### config.mk
export PLATFORM = sky130hd
export DESIGN_NAME = csm_serial_mult
export DESIGN_NICKNAME = d
export VERILOG_FILES = /design/src/rtl/csm_pkg.sv /design/src/rtl/csm_fa_cell.sv /design/src/rtl/csm_ctrl.sv /design/src/rtl/csm_serial_mult.sv
export SDC_FILE = /design/constraint.sdc
export NUM_CORES = 1
export LEC_CHECK = 0
export ABC_AREA = 0
export ABC_CLOCK_PERIOD_IN_PS = 1800
export CAP_MARGIN = 5
export CORE_UTILIZATION = 50
export DETAILED_ROUTE_END_ITERATION = 10
export PLACE_DENSITY = 0.78
export SYNTH_ARGS = -nofsm -noshare
export SYNTH_HDL_FRONTEND = slang
export SYNTH_SLANG_ARGS = --single-unit
export TNS_END_PERCENT = 10
### constraint.sdc
create_clock -name clk_i -period 1.8 [get_ports clk_i]
set_clock_uncertainty 0.05 [all_clocks]
set_input_delay 0.36 -clock clk_i [delete_from_list [all_inputs] [get_ports clk_i]]
set_output_delay 0.36 -clock clk_i [all_outputs]
set_load 0.05 [all_outputs]
### src/rtl/csm_pkg.sv
`timescale 1ns/1ps
package csm_pkg;
  typedef enum logic [1:0] {
    PH_IDLE  = 2'd0,
    PH_LOAD  = 2'd1,
    PH_FLUSH = 2'd2
  } csm_phase_e;
endpackage

### src/rtl/csm_fa_cell.sv
`timescale 1ns/1ps
module csm_fa_cell (
  input  logic clk_i,
  input  logic rst_ni,
  input  logic clr_i,
  input  logic step_i,
  input  logic a_bit_i,
  input  logic b_bit_i,
  input  logic sum_in_i,
  output logic sum_o,
  output logic carry_o
);
  logic sum_q, carry_q;
  logic pp;
  logic [1:0] fa_res;

  assign pp     = a_bit_i & b_bit_i;
  assign fa_res = {1'b0, pp} + {1'b0, sum_in_i} + {1'b0, carry_q};

  always_ff @(posedge clk_i or negedge rst_ni) begin
    if (!rst_ni) begin
      sum_q   <= 1'b0;
      carry_q <= 1'b0;
    end else if (clr_i) begin
      sum_q   <= 1'b0;
      carry_q <= 1'b0;
    end else if (step_i) begin
      sum_q   <= fa_res[0];
      carry_q <= fa_res[1];
    end
  end

  assign sum_o   = sum_q;
  assign carry_o = carry_q;

  // gap or idle cycles leave stored state untouched
  assert_hold_no_step_R4: assert property (@(posedge clk_i) disable iff (!rst_ni)
    (!step_i && !clr_i) |=> ($stable(sum_q) && $stable(carry_q)));
endmodule

### src/rtl/csm_ctrl.sv
`timescale 1ns/1ps
module csm_ctrl
  import csm_pkg::*;
#(
  parameter int WIDTH = 8
) (
  input  logic       clk_i,
  input  logic       rst_ni,
  input  logic       start_i,
  input  logic       b_i,
  input  logic       b_valid_i,
  output logic       step_o,
  output logic       mult_bit_o,
  output logic       last_o,
  output csm_phase_e phase_o
);
  localparam int CNT_W = $clog2(WIDTH + 1);
  localparam logic [CNT_W-1:0] LAST_CNT = CNT_W'(WIDTH - 1);

  csm_phase_e phase_q;
  logic [CNT_W-1:0] cnt_q;

  always_ff @(posedge clk_i or negedge rst_ni) begin
    if (!rst_ni) begin
      phase_q <= PH_IDLE;
      cnt_q   <= '0;
    end else if (start_i) begin
      phase_q <= PH_LOAD;
      cnt_q   <= '0;
    end else begin
      unique case (phase_q)
        PH_LOAD: if (b_valid_i) begin
          if (cnt_q == LAST_CNT) begin
            phase_q <= PH_FLUSH;
            cnt_q   <= '0;
          end else begin
            cnt_q <= cnt_q + 1'b1;
          end
        end
        PH_FLUSH: begin
          if (cnt_q == LAST_CNT) begin
            phase_q <= PH_IDLE;
            cnt_q   <= '0;
          end else begin
            cnt_q <= cnt_q + 1'b1;
          end
        end
        default: cnt_q <= '0;
      endcase
    end
  end

  assign step_o     = !start_i && ((phase_q == PH_LOAD && b_valid_i) || phase_q == PH_FLUSH);
  assign mult_bit_o = (phase_q == PH_LOAD) && b_i;
  assign last_o     = (phase_q == PH_FLUSH) && (cnt_q == LAST_CNT);
  assign phase_o    = phase_q;

  // drain runs to completion once entered
  assert_flush_continues_R9: assert property (@(posedge clk_i) disable iff (!rst_ni)
    (phase_q == PH_FLUSH && cnt_q != LAST_CNT && !start_i) |=> (phase_q == PH_FLUSH));
endmodule

### src/rtl/csm_serial_mult.sv
`timescale 1ns/1ps
module csm_serial_mult
  import csm_pkg::*;
#(
  parameter int WIDTH = 8
) (
  input  logic             clk_i,
  input  logic             rst_ni,
  input  logic             start_i,
  input  logic [WIDTH-1:0] a_i,
  input  logic             b_i,
  input  logic             b_valid_i,
  output logic             p_o,
  output logic             p_valid_o,
  output logic             done_o
);
  logic [WIDTH-1:0] a_q;
  logic [WIDTH-1:0] sum_vec, carry_vec;
  logic step, mult_bit, last;
  logic p_valid_q, done_q;
  csm_phase_e phase;

  always_ff @(posedge clk_i or negedge rst_ni) begin
    if (!rst_ni) a_q <= '0;
    else if (start_i) a_q <= a_i;
  end

  csm_ctrl #(.WIDTH(WIDTH)) u_ctrl (
    .clk_i      (clk_i),
    .rst_ni     (rst_ni),
    .start_i    (start_i),
    .b_i        (b_i),
    .b_valid_i  (b_valid_i),
    .step_o     (step),
    .mult_bit_o (mult_bit),
    .last_o     (last),
    .phase_o    (phase)
  );

  for (genvar i = 0; i < WIDTH; i++) begin : g_cell
    logic sum_in;
    if (i == WIDTH - 1) begin : g_top
      assign sum_in = 1'b0;
    end else begin : g_mid
      assign sum_in = sum_vec[i+1];
    end
    csm_fa_cell u_cell (
      .clk_i    (clk_i),
      .rst_ni   (rst_ni),
      .clr_i    (start_i),
      .step_i   (step),
      .a_bit_i  (a_q[i]),
      .b_bit_i  (mult_bit),
      .sum_in_i (sum_in),
      .sum_o    (sum_vec[i]),
      .carry_o  (carry_vec[i])
    );
  end

  always_ff @(posedge clk_i or negedge rst_ni) begin
    if (!rst_ni) begin
      p_valid_q <= 1'b0;
      done_q    <= 1'b0;
    end else begin
      p_valid_q <= step;
      done_q    <= step && last;
    end
  end

  assign p_o       = sum_vec[0];
  assign p_valid_o = p_valid_q;
  assign done_o    = done_q;

  assert_done_with_bit_R3: assert property (@(posedge clk_i) disable iff (!rst_ni)
    done_o |-> p_valid_o);

  // after the final step only the output bit may remain
  assert_drained_at_done_R2: assert property (@(posedge clk_i) disable iff (!rst_ni)
    done_o |-> (carry_vec == '0 && (sum_vec >> 1) == '0));

  assert_idle_ignores_input_R7: assert property (@(posedge clk_i) disable iff (!rst_ni)
    (phase == PH_IDLE && !start_i) |=> (!p_valid_o && !done_o));

  assert_gap_no_step_R4: assert property (@(posedge clk_i) disable iff (!rst_ni)
    (phase == PH_LOAD && !b_valid_i && !start_i) |=> !p_valid_o);

  assert_start_no_step_R6: assert property (@(posedge clk_i) disable iff (!rst_ni)
    start_i |=> (!p_valid_o && !done_o));
endmodule

==> summary.txt <==
Logic synthesis
  – Post-synth EDFFs: 0
  – Sequential element share of the synthesized area: 51.6%
  – Yosys warns: 0
  – Leading area contributor after synthesis: dfrtp_1
  – Post-Syn Area: ~1600 um^2
  – Avg Inst Size Synth: 13.4 um^2
  – Yosys reg bits: 32
  – Synth area leaders: dfrtp_1, a22o_2, fa_1
  – Syn nets: 140
  – Ys async rst share: 100%
  – Synth Instances: between 100 and 150
  – Yosys cell types: 30
  – Synth Flop Type: dfrtp_1
  – Synth top area share: 51.6%
  – Most frequent cell after synthesis: dfrtp_1
  – Synth cell count leaders: dfrtp_1, a22o_2, and3_1

STA
  – Hold Vio Cnt, Final: 0
  – Slew HR: roughly 73%
  – F_max: roughly 570 MHz
  – Setup TNS: 0 ns
  – Slew @ Worst Pin: ~0.4 ns
  – Tcrit/Tclk final: 97.4%
  – Unrepaired setup endpoints after global routing: yes
  – Clock period minus worst slack: roughly 1.8 ns
  – Pins Over Slew Limit: 0
  – Setup Viol. Count Final: 0

GRT
  – Vias in the first global route: about 1100
  – Initial antenna violation count: 0
  – GR Overflow Total: 0
  – Gr usage total: 19.4%
  – Global-route wire length before repair: 4730 um
  – Largest net degree at the start of global routing: 33

Floorplan
  – Die Span Y: roughly 58 um
  – Site Rows: 19
  – Total core area: approximately 2900 um^2
  – Die Wd: slightly below 60 um
  – Top Ports: 16
  – Total die area: around 3300 um^2
  – Initial Util: 54.4%

Route
  – Drt wl/cell: roughly 16 um
  – Routed Antenna Nets: 0
  – Number of DRC markers in iteration 0: 23
  – Via count: ~1000
  – # DRC: 1
  – WL final: 2730 um
  – Drt pass-1 iters: 7
  – Vias per cell: between 5 and 6

Setup path
  – Setup crit start kind: flip-flop
  – Critical-path top delay cell: fa_1
  – Crit path buf inv count: 2
  – CP Cell Sequence: inv_2 -> ha_4 -> buf_6 -> and3_1 -> fa_1 -> a22o_2
  – Crit Path Max Fanout: 8
  – Crit path DAT: 1.93 ns
  – Req. time, crit path: between 1.5 and 2 ns
  – Delay-heaviest family, CP: adder cells
  – CP max stage delay: 0.43 ns
  – Critical path type: reg2reg
  – Setup crit end kind: flip-flop

Clock tree
  – Clk buf depth: 2
  – Clk sink count: 32
  – Hold buffer count at cts: 0
  – Clock latency at the later pin of the worst-skew pair: approximately 0.32 ns
  – Root Driver: clkbuf_4
  – TritonCTS buffer count: 5
  – CTS tree: yes
  – H-tree depth: 2
  – Clk pin slew, worst setup/hold paths: about 0.1 ns

Place
  – Routability-driven placement congestion ratio: approximately 0.8
  – Detail Placement HPWL: between 1500 and 2000 um
  – Port bufs: 15

Final layout
  – Final-stage net count: between 150 and 200
  – Util after Layout: 64.7%
  – Layout area overhead: 18.9%
  – Layout cell share with drive strength beyond 1: about 35%
  – Antenna Diode Count: 0

Job
  – # Max-Cap Violations: 0

Pwr
  – Leakage power: ~0.91 nW
  – Maximum vdd drop: 441 uV
  – Power Dens Cells: 767 nW/um^2

Outcome
  – Failing checks: design-rule violations
  – Status: finished, violations left

Worst hold path
  – Hold Path Class: in2async
[sequential cells by signal, indices dropped and copies added (netlist names)]
name / flops
a_q: 8
done_o: 1
g_cell.u_cell.carry_o: 8
g_cell.u_cell.sum_o: 8
p_valid_o: 1
u_ctrl.cnt_q: 4
u_ctrl.phase_o: 2
[per-layer routing]
metal  global-route usage (%)  up-vias  share of wire (%)
li1                         -      470                  -
met1                     23.0      518                 44
met2                     32.9       15                 51
met3                     4.69        4                3.3
met4                     10.2        0                1.4
met5                        0        -                  0
[path summary, 6_finish.rpt]
kind / cells past startpoint / start / slack (ns) / endpoint
min: 2 / rst_ni / 0.37 / a_q[7]
min reg2reg: 1 / a_q[2] / 0.46 / a_q[2]
max reg2reg: 6 / u_ctrl.phase_o[1] / 0.05 / g_cell[5].u_cell.sum_o
max in group asynchronous: 2 / rst_ni / 1.04 / g_cell[3].u_cell.carry_o
min in group clk_i: 1 / a_q[2] / 0.46 / a_q[2]
max: 6 / u_ctrl.phase_o[1] / 0.05 / g_cell[5].u_cell.sum_o
[logic make-up (layout without fill, tap and decap cells)]
family	Yosys count	count (layout)	synth area share [%]
flip-flops	32	32	51.6
AND/OR/NAND/NOR	30	30	11.7
AO/OA/AOI/OAI	26	26	14.3
adder cells (fa/ha/maj)	11	11	12.2
buffers and inverters	8	33	3.71
multiplexers	9	9	6.45
[where the power goes]
group	switching [W]	internal (W)	total, W
clock	0.000237	0.000222	0.000458
sequential	0.0000255	0.000756	0.000781
combinational	0.0000836	0.0000921	0.000176
total	0.000346	0.00107	0.00142
[per-stage QoR]
stage | worst slack (ns) | power [W] | area, um^2 | hold WS [ns] | cells
detailed placement | -0.493 | 0.000970 | 1740 | 0.441 | 164
global placement | -0.369 | 0.000961 | 1740 | 0.435 | 164
finish | 0.0462 | 0.00142 | 1850 | 0.368 | 172
global route | -0.0169 | 0.00148 | 1850 | 0.400 | 172
CTS | 0.00273 | 0.00143 | 1840 | 0.384 | 172
floorplan | 0.0215 | 0.000899 | 1550 | 0.0144 | 116
[repair_timing]
item,CTS,global route
buffers inserted,1,0
gates resized for setup,4,3
pin swaps,0,1
endpoints found under the setup margin,16,16
[cell type report]
type,instances,area (um^2)
clock buffers,7,65.1
inverters,2,7.51
fillers,216,1010
repair buffers,24,214
multi-input cells,76,719
flip-flops and latches,32,801
well taps,31,38.8
[cell usage in the layout (no fill, tap or decap), drive strengths merged]
master and instances:
a21oi 5, a22o 16, a31oi 1, and2b 1, and3 9, buf 12
clkbuf 7, clkdlybuf4s50 12, dfrtp 32, fa 7, ha 4, inv 2
mux2 8, mux2i 1, nand2 5, nand2b 1, nand3 1, nand3b 3
nand4 1, nor2 3, nor2b 3, nor3b 1, o211a 1, o21ai 2
o31ai 1, or2b 1, or3b 1
Note: power is estimated with default switching activity, not from simulation.
